## src/rtl/mem_port_pkg.sv

```systemverilog
package mem_port_pkg;
  localparam int LANE_W = 8;
  localparam int WORD_W = 16;
  localparam int NLANES = WORD_W / LANE_W;

  function automatic logic [WORD_W-1:0] sext_lane(input logic [LANE_W-1:0] b);
    return {{(WORD_W-LANE_W){b[LANE_W-1]}}, b};
  endfunction
endpackage

```

## src/rtl/mem_wait_ctr.sv

```systemverilog
module mem_wait_ctr #(
  parameter int LATENCY = 5,
  localparam int CW = (LATENCY > 2) ? $clog2(LATENCY) : 1
) (
  input  logic          clk,
  input  logic          rst,
  input  logic          en,
  output logic [CW-1:0] cnt,
  output logic          done,
  output logic          launch
);
  localparam logic [CW-1:0] LAST = CW'(LATENCY - 1);
  localparam logic [CW-1:0] PRE  = CW'(LATENCY - 2);

  always_ff @(posedge clk) begin
    if (rst)                   cnt <= '0;
    else if (!en)              cnt <= '0;
    else if (cnt == LAST)      cnt <= '0;
    else                       cnt <= cnt + 1'b1;
  end

  // done: last wait cycle; launch: one cycle earlier, starts the array read
  assign done   = en && (cnt == LAST);
  assign launch = en && (cnt == PRE);
endmodule

```

## src/rtl/mem_lane_steer.sv

```systemverilog
module mem_lane_steer
  import mem_port_pkg::*;
(
  input  logic                active,
  input  logic                done,
  input  logic                wr,
  input  logic                is_byte,
  input  logic                odd,
  input  logic [WORD_W-1:0]   wdata,
  output logic [NLANES-1:0]   we,
  output logic [WORD_W-1:0]   wbus
);
  logic [NLANES-1:0] lane_sel;
  logic [WORD_W-1:0] steered;

  always_comb begin
    if (!is_byte) begin
      lane_sel = '1;
      steered  = wdata;
    end else if (odd) begin
      lane_sel = 2'b10;
      steered  = {wdata[LANE_W-1:0], {LANE_W{1'b0}}};
    end else begin
      lane_sel = 2'b01;
      steered  = {{LANE_W{1'b0}}, wdata[LANE_W-1:0]};
    end
  end

  assign we   = (done && wr) ? lane_sel : '0;
  assign wbus = (active && wr) ? steered : '0;
endmodule

```

## src/rtl/mem_lane_ram.sv

```systemverilog
module mem_lane_ram
  import mem_port_pkg::*;
#(
  parameter int IDX_W = 4,
  localparam int DEPTH = 1 << IDX_W
) (
  input  logic                clk,
  input  logic                rd_en,
  input  logic [NLANES-1:0]   we,
  input  logic [IDX_W-1:0]    idx,
  input  logic [WORD_W-1:0]   wbus,
  output logic [WORD_W-1:0]   q
);
  for (genvar g = 0; g < NLANES; g++) begin : g_lane
    logic [LANE_W-1:0] arr [DEPTH];
    always_ff @(posedge clk) begin
      if (we[g])  arr[idx] <= wbus[g*LANE_W +: LANE_W];
      if (rd_en)  q[g*LANE_W +: LANE_W] <= arr[idx];
    end
  end
endmodule

```

## src/rtl/bytelane_mem_port.sv

```systemverilog
module bytelane_mem_port
  import mem_port_pkg::*;
#(
  parameter int LATENCY = 5,
  parameter int IDX_W   = 4,
  localparam int CW = (LATENCY > 2) ? $clog2(LATENCY) : 1
) (
  input  logic          clk,
  input  logic          rst,
  input  logic          mem_en,
  input  logic          wr_sel,
  input  logic          size_byte,
  input  logic [15:0]   addr,
  input  logic [15:0]   wdata,
  output logic          we_lo,
  output logic          we_hi,
  output logic [15:0]   wbus,
  output logic [15:0]   rdata,
  output logic [15:0]   load_ext,
  output logic          ready,
  output logic [CW-1:0] wait_cnt
);
  logic              done, launch;
  logic [NLANES-1:0] we;
  logic [WORD_W-1:0] q;
  logic [LANE_W-1:0] sel_byte;
  logic              show;

  mem_wait_ctr #(.LATENCY(LATENCY)) u_ctr (
    .clk(clk), .rst(rst), .en(mem_en),
    .cnt(wait_cnt), .done(done), .launch(launch)
  );

  mem_lane_steer u_steer (
    .active(mem_en), .done(done), .wr(wr_sel), .is_byte(size_byte),
    .odd(addr[0]), .wdata(wdata), .we(we), .wbus(wbus)
  );

  // word index drops address bit 0
  mem_lane_ram #(.IDX_W(IDX_W)) u_ram (
    .clk(clk), .rd_en(launch && !wr_sel), .we(we),
    .idx(addr[IDX_W:1]), .wbus(wbus), .q(q)
  );

  assign we_lo    = we[0];
  assign we_hi    = we[1];
  assign ready    = done;
  assign show     = done && !wr_sel;
  assign sel_byte = addr[0] ? q[WORD_W-1 -: LANE_W] : q[LANE_W-1:0];
  assign rdata    = show ? q : '0;
  assign load_ext = !show     ? '0 :
                    size_byte ? sext_lane(sel_byte) : q;
endmodule


```

## config.mk

```make
export PLATFORM = sky130hd
export DESIGN_NAME = bytelane_mem_port
export DESIGN_NICKNAME = d
export VERILOG_FILES = /design/src/rtl/mem_port_pkg.sv /design/src/rtl/mem_wait_ctr.sv /design/src/rtl/mem_lane_steer.sv /design/src/rtl/mem_lane_ram.sv /design/src/rtl/bytelane_mem_port.sv
export SDC_FILE = /design/constraint.sdc
export NUM_CORES = 1
export LEC_CHECK = 0
export BUFFER_PORTS_ARGS = -buffer_cell sky130_fd_sc_hd__clkbuf_2
export CAP_MARGIN = 20
export CORE_ASPECT_RATIO = 1.25
export CORE_UTILIZATION = 55
export CTS_CLUSTER_SIZE = 8
export DETAILED_ROUTE_END_ITERATION = 7
export PLACE_DENSITY = 0.71
export SETUP_SLACK_MARGIN = 0.4
export SYNTH_ARGS = -nofsm -noshare
export SYNTH_HDL_FRONTEND = slang
export SYNTH_SLANG_ARGS = --single-unit
```

## constraint.sdc

```tcl
create_clock -name clk -period 3.2 [get_ports clk]
set_input_delay 0.16 -clock clk [delete_from_list [all_inputs] [get_ports clk]]
set_output_delay 0.16 -clock clk [all_outputs]
set_load 0.03 [all_outputs]
```

# Word level (Yosys, flattened, before mapping)
# Memory sizes are Yosys's and may differ from the RTL's. A register that Yosys moved wholly into a read port is not among the register bits.
# Index checks and enable logic that the tools add are counted.
# W data, S select, Z words.
# op_classes
n_eq_ne	2
n_reduce_logical	8
bitwise_logic	1
n_addsub	1
muxes	14
# op_table
cell	count
$mux W16	6
$mux W8	1
$logic_and A1 B1 Y1	6
$mux W2	3
$mux W1	4
$add A3 B1 Y3 const B	1
$eq A3 B2 Y1 const B	1
$eq A3 B3 Y1 const B	1
$reduce_or A3 Y1	1
$logic_not A1 Y1	1
$not A1 Y1	1
# word_totals
n_memories	2
in_bits	37
word_cells	29
ramBits	256
out_inout_bits	54
register_bits	3
# mem_list
memory	depth	width	read_ports	rd_ports_with_merged_regs	wr	line	rtl
u_ram.g_lane[0].arr	16	8	1	1	1	mem_lane_ram.sv:15	logic [LANE_W-1:0] arr [DEPTH];
u_ram.g_lane[1].arr	16	8	1	1	1	mem_lane_ram.sv:15	

# Logic depth before layout (Yosys ltp)
# Gate-level depths: netlist of the first run.
# logic_depth
word_depth	6
ltp_mapped	6
mapped_depth_nobuf	5

# Modules after synthesis
# From an unflattened synthesis of the first run, not the netlist that was laid out.
# hier_totals
hier_cells	574
area_unflattened_um2	11134.4
# by_module_without_submodules
module	instances	seq_area_each_um2	area_each_um2	cells_per_inst
mem_lane_ram	1	8167.8	10283.6	459
bytelane_mem_port	1	0.0	444.2	57
mem_lane_steer	1	0.0	249.0	42
mem_wait_ctr	1	60.1	157.7	16

# Least setup slack after synthesis of the first run
# OpenSTA, ideal clock, no wires.
# synth_timing
path_kind	flip-flop to flip-flop
from	reg u_ctr.cnt[0]
to	mem u_ram.g_lane[0].arr[1][0], enable pin
stages_incl_launch_ff	6
synth_period_minus_slack_ps	2420
slack_ps	780
required_time_ps	2817
setup_ps	383
n_path_buf	0
t_arrival_ps	2037
cell_sequence	dfxtp_1 > inv_1 > ha_1 > nand2_1 > or4_1 > nor3_1
# synth_via
elab_chain_len	6
# synth_rtl
item	line	rtl
from (decl)	mem_wait_ctr.sv:8	output logic [CW-1:0] cnt,
from (signal assigned)	mem_wait_ctr.sv:19	else cnt <= cnt + 1'b1;
$eq A3 B3 Y1	mem_wait_ctr.sv:23	assign done = en && (cnt == LAST);
$logic_and A1 B1 Y1	mem_wait_ctr.sv:23	
$logic_and A1 B1 Y1	mem_lane_steer.sv:29	assign we = (done && wr) ? lane_sel : '0;
$mux W2	mem_lane_steer.sv:29	
$mux W1	mem_lane_ram.sv:17	if (we[g]) arr[idx] <= wbus[g*LANE_W +: LANE_W];
$mux W1 (implied by the code)	mem_lane_ram.sv:17	
to (decl)	mem_lane_ram.sv:15	
# Every way passes these cells.

# Worst setup path in the final report of the first run
# layout_timing
from	reg u_ctr.cnt[0]
to	out rdata[14]
# layout_via
elab_chain_len	4
# layout_rtl
item	line	rtl
$eq A3 B3 Y1	mem_wait_ctr.sv:23	
$logic_and A1 B1 Y1	mem_wait_ctr.sv:23	
$logic_and A1 B1 Y1	bytelane_mem_port.sv:48	assign show = done && !wr_sel;
$mux W16	bytelane_mem_port.sv:50	assign rdata = show ? q : '0;
to (decl)	bytelane_mem_port.sv:18	output logic [15:0] rdata,
# Every way passes these cells.

==> metrics.md, run 1 <==
| Metric | Value |
|---|---|
| Status | `complete, no violations` |
| CTS H-tree depth | `2` |
| Register area share after synthesis | `around three quarters` |
| Gr usage total | `a little under a quarter` |
| Drt via density | `6.074` |
| Commonest cells after routing, fill and taps aside | `edfxtp_1 (272), clkbuf_2 (77), mux4_2 (57)` |
| DRT Pass-1 Iters | `5` |
| Synth area leaders | `edfxtp_1 (74%), mux4_2 (12%), a22oi_1 (2.2%)` |
| DRT iter0 DRCs | `657` |
| DRC Markers | `0` |
| Power Dens Cells | `between 600 and 700 mW/mm^2` |
| Sw Pwr | `approximately 1.5 mW` |
| FMAX | `a little under 0.4 GHz` |
| Actual slew at the worst max-slew pin | `roughly 0.96 ns` |
| Area post-placement | `between 0.01 and 0.015 sq mm` |
| Max-cap viol count | `0` |
| Startpoint types | `register` |
| ANT nets after route | `0` |
| Layout cells sized above 1 | `30.44%` |
| Multi-input logic area | `0.002601 sq mm` |
| Largest net degree at the start of global routing | `45` |
| Netlist cell types | `32` |
| # setup viols final | `0` |
| Clock buffer count from CTS | `40` |
| Int Pwr | `around 6.3 mW` |
| Setup Fix Bufs, Post-CTS | `0` |
| Minimum clock period | `between 2 and 3 ns` |
| Clock Skew | `0.01307 ns` |
| Register bit count reported by yosys | `275` |
| Kind of cell adding the most delay to the critical path | `simple AND/OR/NAND/NOR gates` |
| Final hold violation count | `0` |
| M3 GR Usage | `between 5 and 6%` |
| Setup tns final | `0 ns` |
| Port bufs | `79` |
| Placed insts | `918` |
| TritonCTS clock tree | `built` |
| Reg clk slew, reported paths | `roughly 0.04 ns` |
| Net count, final | `736` |
| Setup WS post-layout | `approximately 0.64 ns` |
| Non-Filler Instances | `about 970` |
| Num ports | `slightly above 90` |
| Crit path capture type | `output port` |
| Full die area | `slightly above 0.02 sq mm` |
| Rows | `57` |
| Cell count after synthesis | `573` |
| Diodes inserted | `0` |
| Syn_nets | `between 600 and 700` |
| Final Slew Violations | `0` |
| Placer's final routability congestion estimate | `~0.75` |
| CP Cell Sequence | `inv_1, ha_1, nand2_1, nor3b_2, and2_1, clkbuf_2` |
| Routed via count | `slightly below 6000` |
| Initial core utilization | `between 50% and 60%` |
| Synth Cell Area | `0.01103 sq mm` |
| Post-Place Worst Slack | `roughly 0.7 ns` |
| Pleak | `between 4 and 5 nW` |
| M2 GR Usage | `37.86%` |
| Commonest non-fill, non-tap cell in the layout | `edfxtp_1` |
| DRT Wirelength | `around 23000 um` |
| Layout area overhead | `16.85%` |
| Filler Cells Inserted | `approximately 1300` |
| Sw frac | `around a fifth` |
| Chip width | `128.6 um` |
| WP buf/inv | `2` |
| Hold Path Class | `primary input to register` |
| Avg WL per Cell | `~24 um` |
| First-pass GRT wire length | `approximately 35000 um` |
| Logic gate share of total power | `4.2%` |
| Ys Warns | `0` |
| Root Driver | `clkbuf_16` |
| RSZ-0062 raised after global routing | `false` |
| Post-synth top area cell | `edfxtp_1` |
| Hold WS | `between 0.06 and 0.07 ns` |
| Die Height | `between 150 and 200 um` |
| Clock power frac | `45.6%` |
| Met1 Use GR | `around 32%` |
| Register area | `around 0.0082 sq mm` |
| Top-area cell type share of the netlist area | `74.08%` |
| Max stage delay on crit path | `approximately 0.64 ns` |
| Grt peak-use layer | `met2` |
| Clock tree sinks | `approximately 280` |
| Vias in the first global route | `approximately 5900` |
| Reg power frac | `around 50%` |
| Maximum root-to-sink buffer count | `3` |
| Period utilization | `79.85%` |
| Maximum VDD drop | `about 0.34 mV` |
| Global route overflow | `0` |
| Worst Setup Path Type | `register to output port` |
| Post-cts resize count | `0` |
| Initial antenna violation count | `1` |
| Arr. time, crit path | `2.40 ns` |
| Critical path's slowest cell | `nor3b_2` |
| Final core occ | `about 66%` |
| Worst-Skew Late Latency | `0.49 ns` |
| Mapped Avg Cell Area | `19.24 sq um` |
| Design area | `0.01288 sq mm` |
| Total power draw | `a little under 8 mW` |
| Core area | `between 0.015 and 0.02 sq mm` |
| DPL Wire Length | `15140 um` |
| CP max FO | `16` |
| Max-slew headroom | `around 36%` |
| Hold_buf cts | `1` |
| CP required | `slightly above 3 ns` |
layer usage:
metal / share of wire, % / vias up / wire [um]
li1: - / 2548 / -
met1: 40 / 2973 / 9435
met2: 49 / 307 / 11480
met3: 7.9 / 50 / 1856
met4: 2.9 / 2 / 680
met5: 0.038 / - / 9
cell type report:
type | instances | area share [%]
inverters | 4 | 0.1165
clock buffers | 48 | 8.167
flip-flops and latches | 275 | 63.86
repair buffers | 112 | 5.031
well taps | 265 | 2.574
clock inverters | 1 | 0.05827
multi-input cells | 263 | 20.19
worst paths after layout:
check	start	endpoint	slack, ns	cells after the start
setup / recovery	u_ctr.cnt[0]	rdata[14]	0.64	6
hold / removal	mem_en	u_ctr.cnt[2]	0.06	3
setup reg to reg	u_ctr.cnt[0]	u_ram.g_lane[0].arr[9][6]	0.69	5
hold reg to reg	u_ctr.cnt[0]	u_ctr.cnt[0]	0.47	1
logic make-up after synthesis:
logic type / Yosys count / share of synthesized area (%)
buffers and inverters: 35 / 1.782
adders and majority gates: 3 / 0.3405
and+or+nand+nor: 138 / 6.298
muxes: 65 / 13.40
DFF: 275 / 74.63
AOI/OAI and AO/OA: 57 / 3.552
registers in the layout, summed over array words and instances (netlist names):
name,flops
u_ram.g_lane.arr,256
u_ram.q,16
u_ctr.cnt,3
synthesized netlist by cell type, drive strengths merged:
cell	instances
a21oi	16
nor2b	10
and2	27
clkbuf	11
or4	3
nand3	4
or4b	1
nand4b	1
buf	20
mux4	64
and4	1
nor3b	1
nand2b	5
ha	3
inv	4
mux2i	1
nand3b	1
nor2	38
nand2	35
nor3	9
edfxtp	272
and3	1
dfxtp	3
and3b	1
a22oi	32
o21a	9
power groups by stage:
stage	sequential [mW]	clock, mW	combinational [mW]
after global routing	3.95	3.80	0.352
after CTS	3.96	3.64	0.330
after detailed placement	4.02	0	0.325
after floorplan	4.02	0	0.222
final	3.96	3.60	0.329
after global placement	4.02	0	0.315
worst reg2reg max path, stage by stage, from the launching register on:
cell	delay, ns
dfxtp_1	0.33
inv_1	0.07
ha_1	0.20
nand2_1	0.22
or4_1	0.69
nor2_1	0.62
Power figures use the tool's default switching activity.
==> run 2: changes to the inputs <==
- clock period: 3.2 -> 2.49 ns (I/O delays scaled with it)
==> run 2 against run 1 <==
Net effect: routed wire length grew 0.97%; sequential share of layout area shrank 2.3 points; first-iteration DRC count shrank 22%; global-route usage grew 0.59 points; critical path depth shrank 1; worst setup slack lost 0.23 ns; non-clock buffer count grew 34; cell count grew 3.7%; register-to-register slack lost 0.27 ns; final area grew 3.8%; total power grew 29%; critical endpoint is now u_ram.g_lane[0].arr[4][3]; largest cell class unchanged; highest routed layer is now met4.
==> metrics.md, run 2 (synthesis gave the netlist of run 1 again) <==
| Metric | Value |
|---|---|
| Clock power frac | `45.4% (-0.2 points)` |
| Reg clk slew, reported paths | `0.05 ns (about the same)` |
| Diodes inserted | `0 (unchanged)` |
| Final Slew Violations | `0 (unchanged)` |
| Pleak | `4.652 nW (+5.5%)` |
| Largest regs | `u_ram.g_lane.arr x256, u_ram.q x16, u_ctr.cnt x3` |
| Sw Pwr | `2.003 mW (+30%)` |
| Worst-Skew Late Latency | `0.50 ns (about the same)` |
| FMAX | `0.4826 GHz` |
| DRT Pass-1 Iters | `5 (unchanged)` |
| Crit path capture type | `register` |
| Reg with most FFs | `u_ram.g_lane.arr` |
| Rows | `57 (unchanged)` |
| RSZ-0062 raised after global routing | `true` |
| Max-slew headroom | `55.80% (+20 points)` |
| Max-cap viol count | `0 (unchanged)` |
| Grt peak-use layer | `met2` |
| Maximum VDD drop | `0.5395 mV (+61%)` |
| CP required | `2.62 ns (-0.42 ns)` |
| Commonest cells after routing, fill and taps aside | `edfxtp_1 (272), buf_4 (60), mux4_2 (57)` |
| Full die area | `0.02062 sq mm (unchanged)` |
| Initial core utilization | `56.42% (unchanged)` |
| Gr usage total | `24.33% (+0.59 points)` |
| Worst Setup Path Type | `register to register` |
| Max reg flops | `256 (unchanged)` |
| DRT iter0 DRCs | `510 (-22%)` |
| Clock Skew | `0.01250 ns (-0.0005677 ns)` |
| Clock tree sinks | `275 (unchanged)` |
| Root Driver | `clkbuf_16` |
| Design area | `0.01337 sq mm (+3.8%)` |
| ANT nets after route | `0 (unchanged)` |
| Net count, final | `771 (+4.8%)` |
| TritonCTS clock tree | `built` |
| Avg WL per Cell | `23.60 um (-2.6%)` |
| Placer's final routability congestion estimate | `0.8010 (+6.9%)` |
| Initial antenna violation count | `0 (-1)` |
| Global route overflow | `0 (unchanged)` |
| Arr. time, crit path | `2.20 ns (-0.20 ns)` |
| # setup viols final | `0 (unchanged)` |
| CP max FO | `8 (-8)` |
| DRT Wirelength | `23690 um (+0.97%)` |
| Startpoint types | `register` |
| M2 GR Usage | `40.74% (+2.9 points)` |
| Actual slew at the worst max-slew pin | `0.6630 ns (-0.2946 ns)` |
| Area post-placement | `0.01212 sq mm (+2.6%)` |
| Die Height | `160.3 um (unchanged)` |
| Chip width | `128.6 um (unchanged)` |
| Drt via density | `5.890 (-3.0%)` |
| Routed via count | `5914 (+0.58%)` |
| CTS H-tree depth | `2 (unchanged)` |
| Sw frac | `19.66% (+0.11 points)` |
| Setup WS post-layout | `0.4177 ns (-0.2270 ns)` |
| DPL Wire Length | `15720 um (+3.8%)` |
| Core area | `0.01954 sq mm (unchanged)` |
| Hold Path Class | `primary input to register` |
| DRC Markers | `0 (unchanged)` |
| First-pass GRT wire length | `36340 um (+3.4%)` |
| Vias in the first global route | `6183 (+4.3%)` |
| Power Dens Cells | `761.5 mW/mm^2 (+25%)` |
| Status | `complete, no violations` |
| Maximum root-to-sink buffer count | `3 (unchanged)` |
| Logic gate share of total power | `4.7% (+0.5 points)` |
| Layout area overhead | `21.29%` |
| Final hold violation count | `0 (unchanged)` |
| Commonest non-fill, non-tap cell in the layout | `edfxtp_1` |
| Clock buffer count from CTS | `40 (unchanged)` |
| Minimum clock period | `2.072 ns` |
| Largest net degree at the start of global routing | `37 (-18%)` |
| M3 GR Usage | `4.497% (-0.83 points)` |
| Reg power frac | `49.9% (-0.3 points)` |
| Num ports | `91 (unchanged)` |
| Setup tns final | `0 ns (unchanged)` |
| Period utilization | `between 80% and 90%` |
| Post-Place Worst Slack | `0.2207 ns (-0.4642 ns)` |
| Int Pwr | `8.181 mW (+29%)` |
| Met1 Use GR | `31.81% (-0.53 points)` |
| Layout cells sized above 1 | `35.18% (+4.7 points)` |
| Port bufs | `79 (unchanged)` |
run 2: changes by cell type in the layout (fill, tap and decap cells not counted), sizes merged:
cell	delta
dlygate4sd3	+2
clkbuf	-11
buf	+44
a21oi	+1
run 2: power by group through the flow:
| stage | combinational, mW | sequential, mW | clock, mW |
|---|---|---|---|
| after detailed placement | 0.464 | 5.17 | 0 |
| after CTS | 0.476 | 5.08 | 4.70 |
| after global placement | 0.452 | 5.17 | 0 |
| final | 0.477 | 5.08 | 4.62 |
| after floorplan | 0.288 | 5.17 | 0 |
| after global routing | 0.508 | 5.08 | 4.88 |
run 2: repair_timing:
| action | CTS | global route |
|---|---|---|
| pin swaps | 4 | 0 |
| gates resized for setup | 9 | 37 |
| hold endpoints to repair | 3 | 0 |
| cloned | 1 | 0 |
| setup endpoints to repair | 153 | 117 |
| setup buffers | 6 | 0 |
| hold buffers | 3 | 0 |
run 2: metal layers:
layer	up-vias	part of all wire, %
met3	51	6.4
met1	2970	39
met5	-	0
met4	0	3.4
li1	2623	-
met2	270	51
run 2: worst max-delay path, cell delays in order (launching register included):
cell and delay, ns:
dfxtp_1 0.34, inv_2 0.08, ha_4 0.16, nand2_4 0.10, or4b_4 0.63, nor2_2 0.40
run 2: final timing paths:
| check | start | end | slack [ns] | depth (start not counted) |
|---|---|---|---|---|
| setup reg to reg | u_ctr.cnt[0] | u_ram.g_lane[0].arr[4][3] | 0.42 | 5 |
| setup / recovery | u_ctr.cnt[0] | u_ram.g_lane[0].arr[4][3] | 0.42 | 5 |
| hold / removal | wdata[3] | u_ram.g_lane[0].arr[14][3] | 0.17 | 2 |
| hold reg to reg | u_ctr.cnt[0] | u_ctr.cnt[0] | 0.47 | 1 |
run 2: cell type report:
type	count	area [sq um]
clock buffers	49	1056
repair buffers	146	1023
flip-flops and latches	275	8228
fillers	1273	6168
clock inverters	1	7.507
inverters	4	15.01
well taps	265	331.6
multi-input cells	264	2711
run 2: per-stage QoR:
stage                     hold WS (ns)  power (mW)  instances  utilization [%]
after floorplan                 0.3084       5.459        573                -
after global placement          0.4378       5.619        944            62.02
after detailed placement        0.4418       5.631        944            62.02
after CTS                       0.1569       10.26       1004            68.24
after global routing            0.1882       10.47       1004            68.43
final                           0.1749       10.18       1004            68.43
